### src/rtl/bkp_pkg.sv
// Package: shared field layout and read-word packing for the backup register.
// Assumes a single 32-bit register; bit positions are fixed by software.
package bkp_pkg;

    localparam int DATA_W      = 32;
    localparam int BE_W        = DATA_W / 8;
    localparam int POS_OSC_EN  = 0;
    localparam int POS_OSC_RDY = 1;
    localparam int POS_OSC_BYP = 2;
    localparam int POS_SEL_LO  = 8;
    localparam int POS_SEL_HI  = 9;
    localparam int POS_RTC_EN  = 15;
    localparam int POS_DRST    = 16;
    localparam int LANE_LO     = 0;
    localparam int LANE_MID    = 1;
    localparam int LANE_HI     = 2;

    typedef struct packed {
        logic       drst;
        logic       rtc_en;
        logic [1:0] rtc_sel;
        logic       osc_byp;
        logic       osc_en;
    } bkp_fields_t;

    // Build the read word; unlisted bits stay zero.
    function automatic logic [DATA_W-1:0] pack_word(bkp_fields_t f, logic rdy);
        logic [DATA_W-1:0] w;
        w                         = '0;
        w[POS_OSC_EN]             = f.osc_en;
        w[POS_OSC_RDY]            = rdy;
        w[POS_OSC_BYP]            = f.osc_byp;
        w[POS_SEL_HI:POS_SEL_LO]  = f.rtc_sel;
        w[POS_RTC_EN]             = f.rtc_en;
        w[POS_DRST]               = f.drst;
        return w;
    endfunction

endpackage

### src/rtl/bkp_wait_gen.sv
// Module: bus timing for the single register.
// An access after an idle cycle completes at once; an access directly after a
// completed one is held for WAIT_STATES cycles. Assumes the requester holds
// bus_req until bus_ready. Reset by the system reset only.
module bkp_wait_gen #(
    parameter int WAIT_STATES = 2
) (
    input  logic clk,
    input  logic sys_rst_n,
    input  logic req,
    output logic ready
);
    localparam int CNT_W = 2;
    localparam logic [CNT_W-1:0] WS_L = CNT_W'(WAIT_STATES);

    logic             last_q;
    logic [CNT_W-1:0] wcnt_q;
    logic             consec;

    // Decide whether this cycle's access completes.
    always_comb begin
        consec = last_q || (wcnt_q != '0);
        ready  = req && (!consec || (wcnt_q == WS_L));
    end

    // Track the previous completion and count elapsed wait cycles.
    always_ff @(posedge clk) begin
        if (!sys_rst_n) begin
            last_q <= 1'b0;
            wcnt_q <= '0;
        end else begin
            last_q <= ready;
            if (req && !ready) begin
                wcnt_q <= wcnt_q + 1'b1;
            end else begin
                wcnt_q <= '0;
            end
        end
    end
endmodule

### src/rtl/bkp_field_store.sv
// Module: the backup-domain field flops.
// Cleared only by bkp_rst_n or by its own software reset bit. Oscillator and
// RTC fields accept writes only while dom_access_en is high; the reset bit
// is always writable. Each field is updated only when its byte lane is enabled.
module bkp_field_store
    import bkp_pkg::*;
(
    input  logic              clk,
    input  logic              bkp_rst_n,
    input  logic              wr_stb,
    input  logic              dom_access_en,
    input  logic [BE_W-1:0]   be,
    input  logic [DATA_W-1:0] wdata,
    output bkp_fields_t       fields
);
    bkp_fields_t f_q;
    logic        wr_open;
    wire         unused_wdata = ^{wdata[DATA_W-1:POS_DRST+1], wdata[POS_RTC_EN-1:POS_SEL_HI+1],
                                  wdata[POS_SEL_LO-1:POS_OSC_BYP+1], wdata[POS_OSC_RDY],
                                  be[BE_W-1:LANE_HI+1]};

    // Protected write is open only with access enabled and no domain reset.
    always_comb wr_open = wr_stb && dom_access_en && !f_q.drst;

    // Software domain-reset bit: unprotected, lane 2.
    always_ff @(posedge clk) begin
        if (!bkp_rst_n) begin
            f_q.drst <= 1'b0;
        end else if (wr_stb && be[LANE_HI]) begin
            f_q.drst <= wdata[POS_DRST];
        end
    end

    // Lane 0 fields: oscillator enable and bypass.
    always_ff @(posedge clk) begin
        if (!bkp_rst_n || f_q.drst) begin
            f_q.osc_en  <= 1'b0;
            f_q.osc_byp <= 1'b0;
        end else if (wr_open && be[LANE_LO]) begin
            f_q.osc_en  <= wdata[POS_OSC_EN];
            f_q.osc_byp <= wdata[POS_OSC_BYP];
        end
    end

    // Lane 1 fields: RTC source select and RTC enable.
    always_ff @(posedge clk) begin
        if (!bkp_rst_n || f_q.drst) begin
            f_q.rtc_sel <= 2'b00;
            f_q.rtc_en  <= 1'b0;
        end else if (wr_open && be[LANE_MID]) begin
            f_q.rtc_sel <= wdata[POS_SEL_HI:POS_SEL_LO];
            f_q.rtc_en  <= wdata[POS_RTC_EN];
        end
    end

    assign fields = f_q;
endmodule

### src/rtl/bkp_ready_sync.sv
// Module: multi-flop synchroniser for the oscillator-stable input.
// The chain is held clear while the oscillator is disabled, and the output is
// masked by the enable, so the ready bit drops as soon as the enable clears.
// Assumes STAGES >= 2.
module bkp_ready_sync #(
    parameter int STAGES = 2
) (
    input  logic clk,
    input  logic bkp_rst_n,
    input  logic osc_en,
    input  logic osc_stable,
    output logic rdy
);
    logic [STAGES-1:0] chain_q;

    // First stage samples the asynchronous input.
    always_ff @(posedge clk) begin
        if (!bkp_rst_n || !osc_en) begin
            chain_q[0] <= 1'b0;
        end else begin
            chain_q[0] <= osc_stable;
        end
    end

    for (genvar i = 1; i < STAGES; i++) begin : g_stage
        // Each later stage re-times the previous one.
        always_ff @(posedge clk) begin
            if (!bkp_rst_n || !osc_en) begin
                chain_q[i] <= 1'b0;
            end else begin
                chain_q[i] <= chain_q[i-1];
            end
        end
    end

    assign rdy = chain_q[STAGES-1] && osc_en;
endmodule

### src/rtl/bkp_ctrl_reg.sv
// Module: top of the protected backup-domain control register.
// Joins bus timing (system reset domain), the field store and the ready-flag
// synchroniser (backup reset domain). Reads are combinational on the fields.
module bkp_ctrl_reg
    import bkp_pkg::*;
#(
    parameter int WAIT_STATES = 2,
    parameter int SYNC_STAGES = 2
) (
    input  logic              clk,
    input  logic              sys_rst_n,
    input  logic              bkp_rst_n,
    input  logic              bus_req,
    input  logic              bus_we,
    input  logic [BE_W-1:0]   bus_be,
    input  logic [DATA_W-1:0] bus_wdata,
    output logic [DATA_W-1:0] bus_rdata,
    output logic              bus_ready,
    input  logic              dom_access_en,
    input  logic              osc_stable,
    output logic              osc_en_o,
    output logic              osc_byp_o,
    output logic [1:0]        rtc_sel_o,
    output logic              rtc_en_o,
    output logic              dom_rst_o
);
    bkp_fields_t fields;
    logic        wr_stb;
    logic        rdy;

    bkp_wait_gen #(.WAIT_STATES(WAIT_STATES)) u_wait (
        .clk       (clk),
        .sys_rst_n (sys_rst_n),
        .req       (bus_req),
        .ready     (bus_ready)
    );

    // A write commits on the edge that ends a completing access.
    always_comb wr_stb = bus_ready && bus_we;

    bkp_field_store u_store (
        .clk           (clk),
        .bkp_rst_n     (bkp_rst_n),
        .wr_stb        (wr_stb),
        .dom_access_en (dom_access_en),
        .be            (bus_be),
        .wdata         (bus_wdata),
        .fields        (fields)
    );

    bkp_ready_sync #(.STAGES(SYNC_STAGES)) u_sync (
        .clk        (clk),
        .bkp_rst_n  (bkp_rst_n),
        .osc_en     (fields.osc_en),
        .osc_stable (osc_stable),
        .rdy        (rdy)
    );

    // Drive the read word and the field outputs.
    always_comb begin
        bus_rdata = pack_word(fields, rdy);
        osc_en_o  = fields.osc_en;
        osc_byp_o = fields.osc_byp;
        rtc_sel_o = fields.rtc_sel;
        rtc_en_o  = fields.rtc_en;
        dom_rst_o = fields.drst;
    end
endmodule

### config.mk
export PLATFORM = sky130hd
export DESIGN_NAME = bkp_ctrl_reg
export DESIGN_NICKNAME = d
export VERILOG_FILES = /design/src/rtl/bkp_pkg.sv /design/src/rtl/bkp_wait_gen.sv /design/src/rtl/bkp_field_store.sv /design/src/rtl/bkp_ready_sync.sv /design/src/rtl/bkp_ctrl_reg.sv
export SDC_FILE = /design/constraint.sdc
export NUM_CORES = 1
export LEC_CHECK = 0
export CAP_MARGIN = 20
export CELL_PAD_IN_SITES_DETAIL_PLACEMENT = 1
export CELL_PAD_IN_SITES_GLOBAL_PLACEMENT = 2
export CORE_MARGIN = 5
export CORE_UTILIZATION = 13
export CTS_CLUSTER_SIZE = 16
export DETAILED_ROUTE_END_ITERATION = 10
export PLACE_DENSITY_LB_ADDON = 0.05
export SYNTH_ARGS = -nofsm -noshare
export SYNTH_HDL_FRONTEND = slang
export SYNTH_SLANG_ARGS = --single-unit
export TNS_END_PERCENT = 5
### constraint.sdc
create_clock -name clk -period 1.55 [get_ports clk]
set_clock_uncertainty 0.05 [all_clocks]
set_input_delay 0.155 -clock clk [delete_from_list [all_inputs] [get_ports clk]]
set_output_delay 0.155 -clock clk [all_outputs]
set_load 0.05 [all_outputs]
==> run_results.csv <==
group,metric,value,unit
clock_tree,clk_latency,240,ps
setup_path,r2r_end,"u_store.fields[5]",
drt,antenna_left,0,
placement,place_ws,-11.8,ps
clock_tree,cts_tree,"built",
floorplanning,core-area,0.00557,mm²
floorplanning,row_count,27,
sta,hold_violations,0,
yosys,ys.flop_type,"dfxtp_1",
setup_path,critPathLaunchType,"register",
floorplanning,die_h,86.2,µm
grt,grt_pass1_wl,3.07,mm
worst_hold_path,hp-start,"u_wait.wcnt_q[0]",
grt,grtUsageTotal,0.0537,
sta,fmax,0.661,GHz
sta,finalSetupViolCount,0,
cells_and_area,final_util,0.205,
sta,maxSlewViolCount,0,
grt,grt_antenna_before_repair,0,
sta,timing.final.crit_share,0.975,
yosys,synth_most_common_cell,"buf_4",
clock_tree,clk_pin_slew,50,ps
setup_path,cp_num_buf_inv,2,
yosys,syn_avg_cell_area,8.79,µm²
setup_path,slowest_delay,320,ps
yosys,synth_top_area_cell,"buf_4",
placement,dp_hpwl,1.66,mm
floorplanning,floorplan.initialDensity,0.136,
yosys,synth_edf_count,0,
drt,num_vias,578,
clock_tree,cts_buffer_depth,2,
setup_path,crit_slowest_cell,"dfxtp_1",
yosys,synth-seq-cells,11,
yosys,async_flop_share,0,
sta,worst_hold_slack,393,ps
yosys,synth_cell_types,19,
yosys,synth_commonest_cells,"buf_4, nand2_1, dfxtp_1",
drt,drtPass1Iterations,4,
cells_and_area,fillers,659,
worst_hold_path,hp-class,"reg -> reg",
setup_path,crit_type,"reg -> out",
setup_path,worstPathRequired,1340,ps
setup_path,cp-end-kind,"primary output",
setup_path,cp_top_family,"simple AND/OR/NAND/NOR gates",
cells_and_area,multi_input_comb_area,377,µm²
yosys,ys.warnings.count,0,
clock_tree,h-tree-depth,1,
drt,vias_per_cell,3.04,
placement,place_congestion,0.633,
grt,grt_start_max_net_pins,11,
yosys,ys_seq_area_frac,0.291,
power,p_per_area,772,mW/mm²
drt,drt_iter0_markers,27,
flow_run,max-cap-violations,0,
yosys,synth_top_area_frac,0.318,
setup_path,r2r_slack,60,ps
clock_tree,cts_buffers,3,
grt,grt_pass1_vias,640,
worst_hold_path,holdPathEnd,"u_wait.wcnt_q[0]",
outcome,outcome,"completed",
grt,grt_overflow,0,
power,power_leakage,0.514,nW
placement,io_buffers,29,
cells_and_area,n_antenna_cell,0,
clock_tree,cts-root-buf,"clkbuf_8",
clock_tree,holdBufCountCts,0,
yosys,yosys-top-cells-area,"buf_4, dfxtp_1, mux2i_1",
sta,rsz0062_at_grt,"true",
power,ir_worst_vdd,210,µV
sta,fin_crit,1510,ps
floorplanning,io_pins,82,
worst_hold_path,hold_depth,1,
setup_path,crit_chain,"inv_2, ha_2, nor2b_4, nor2_2, nor2b_2, buf_12",
setup_path,ff2ff_path_depth,7,
setup_path,cp_data_arrival_time,1310,ps
floorplanning,die_area,0.00744,mm²
yosys,netlist_area,756,µm²
drt,drc,0,
cells_and_area,drive_gt1_frac,0.297,
power,power,882,µW
drt,wl,1.95,mm
yosys,synthCells,86,
cells_and_area,regArea,220,µm²
clock_tree,clock-sinks,11,
cells_and_area,area_growth,51.2,%
setup_path,path_max_fanout,2,
cells_and_area,fin_nets,164,
setup_path,r2r_start,"u_wait.wcnt_q[0]",
floorplanning,die_w,86.2,µm
drt,wl_per_cell,10.2,µm
sta,setup_ws,38.0,ps
==> state kept, by name, summed over array words and instances, names as in the netlist <==
signal and flops:
u_sync.chain_q 2, u_store.fields 6, u_wait.last_q 1, u_wait.wcnt_q 2
==> repair_timing <==
action	CTS	global route
pin swaps	1	1
gates resized for setup	4	1
setup endpoints to repair	1	3
buffers inserted	2	1
==> cells in the final DEF (no fill, tap or decap) <==
master,Yosys,final
o2111ai_1,1,1
nor2b_4,0,1
clkbuf_8,0,3
and3_1,2,2
nor2b_2,0,1
ha_1,2,1
nor2_2,0,1
buf_12,0,6
nor2_1,2,1
a211oi_2,1,1
ha_2,0,1
clkdlybuf4s50_1,0,15
and2_1,1,1
dfxtp_1,11,11
buf_4,32,16
nor4_1,1,1
conb_1,1,25
nand2b_2,1,1
nand2_1,13,13
inv_1,5,4
a211oi_4,1,1
inv_2,0,1
clkinv_2,0,1
nand4b_4,1,1
nor4b_1,1,1
mux2i_1,6,6
nor2b_1,3,1
==> per-stage QoR <==
stage          setup TNS, ps  instances  cell area [µm²]
4_1_cts                    0        189             1130
2_1_floorplan              0        110              848
6_report                   0        190             1140
3_3_place_gp               0        183             1060
5_1_grt                 -115        190             1140
3_5_place_dp           -11.8        183             1060
==> logic make-up (layout without fill, tap and decap cells) <==
kind of cell,count (synthesis),in the layout,share of synthesized area
buf+inv,38,46,0.349
simple gates,25,25,0.187
flops,11,11,0.291
mux,6,6,0.0795
compound gates,3,3,0.0546
fa+ha+maj,2,2,0.0331
other cells,1,25,0.00496
==> cell type report <==
type	count	share of cell area
repair buffers	37	0.342
inverters	5	0.0164
well taps	72	0.0789
clock inverters	1	0.00438
multi-input cells	61	0.330
flip-flops and latches	11	0.193
clock buffers	3	0.0361
==> how the worst max path moves through the flow <==
stage / startpoint / to / slack, ps / depth (start not counted)
after floorplan: u_wait.wcnt_q[0] / bus_ready / 60 / 5
after global routing: u_wait.wcnt_q[0] / u_store.fields[5] / -40 / 7
after CTS: u_wait.wcnt_q[0] / bus_ready / 10 / 6
after global placement: bus_we / u_store.fields[2] / 9 / 4
after detailed placement: bus_we / u_store.fields[2] / -10 / 4
final: u_wait.wcnt_q[0] / bus_ready / 40 / 6
==> power by group <==
part	total [mW]	internal [mW]	switching, mW	leakage, nW
registers	0.294	0.289	0.00437	0.0891
clock network	0.290	0.177	0.113	0.0255
logic	0.299	0.0885	0.211	0.399
total	0.882	0.555	0.328	0.514
==> layer usage <==
layer / up-vias / GRT usage / wire length, µm
li1: 281 / - / -
met1: 268 / 0.0570 / 708
met2: 27 / 0.0939 / 1050
met3: 2 / 0.0200 / 149
met4: 0 / 0.0255 / 32
met5: - / 0 / 0
Power figures use the tool's default switching activity.
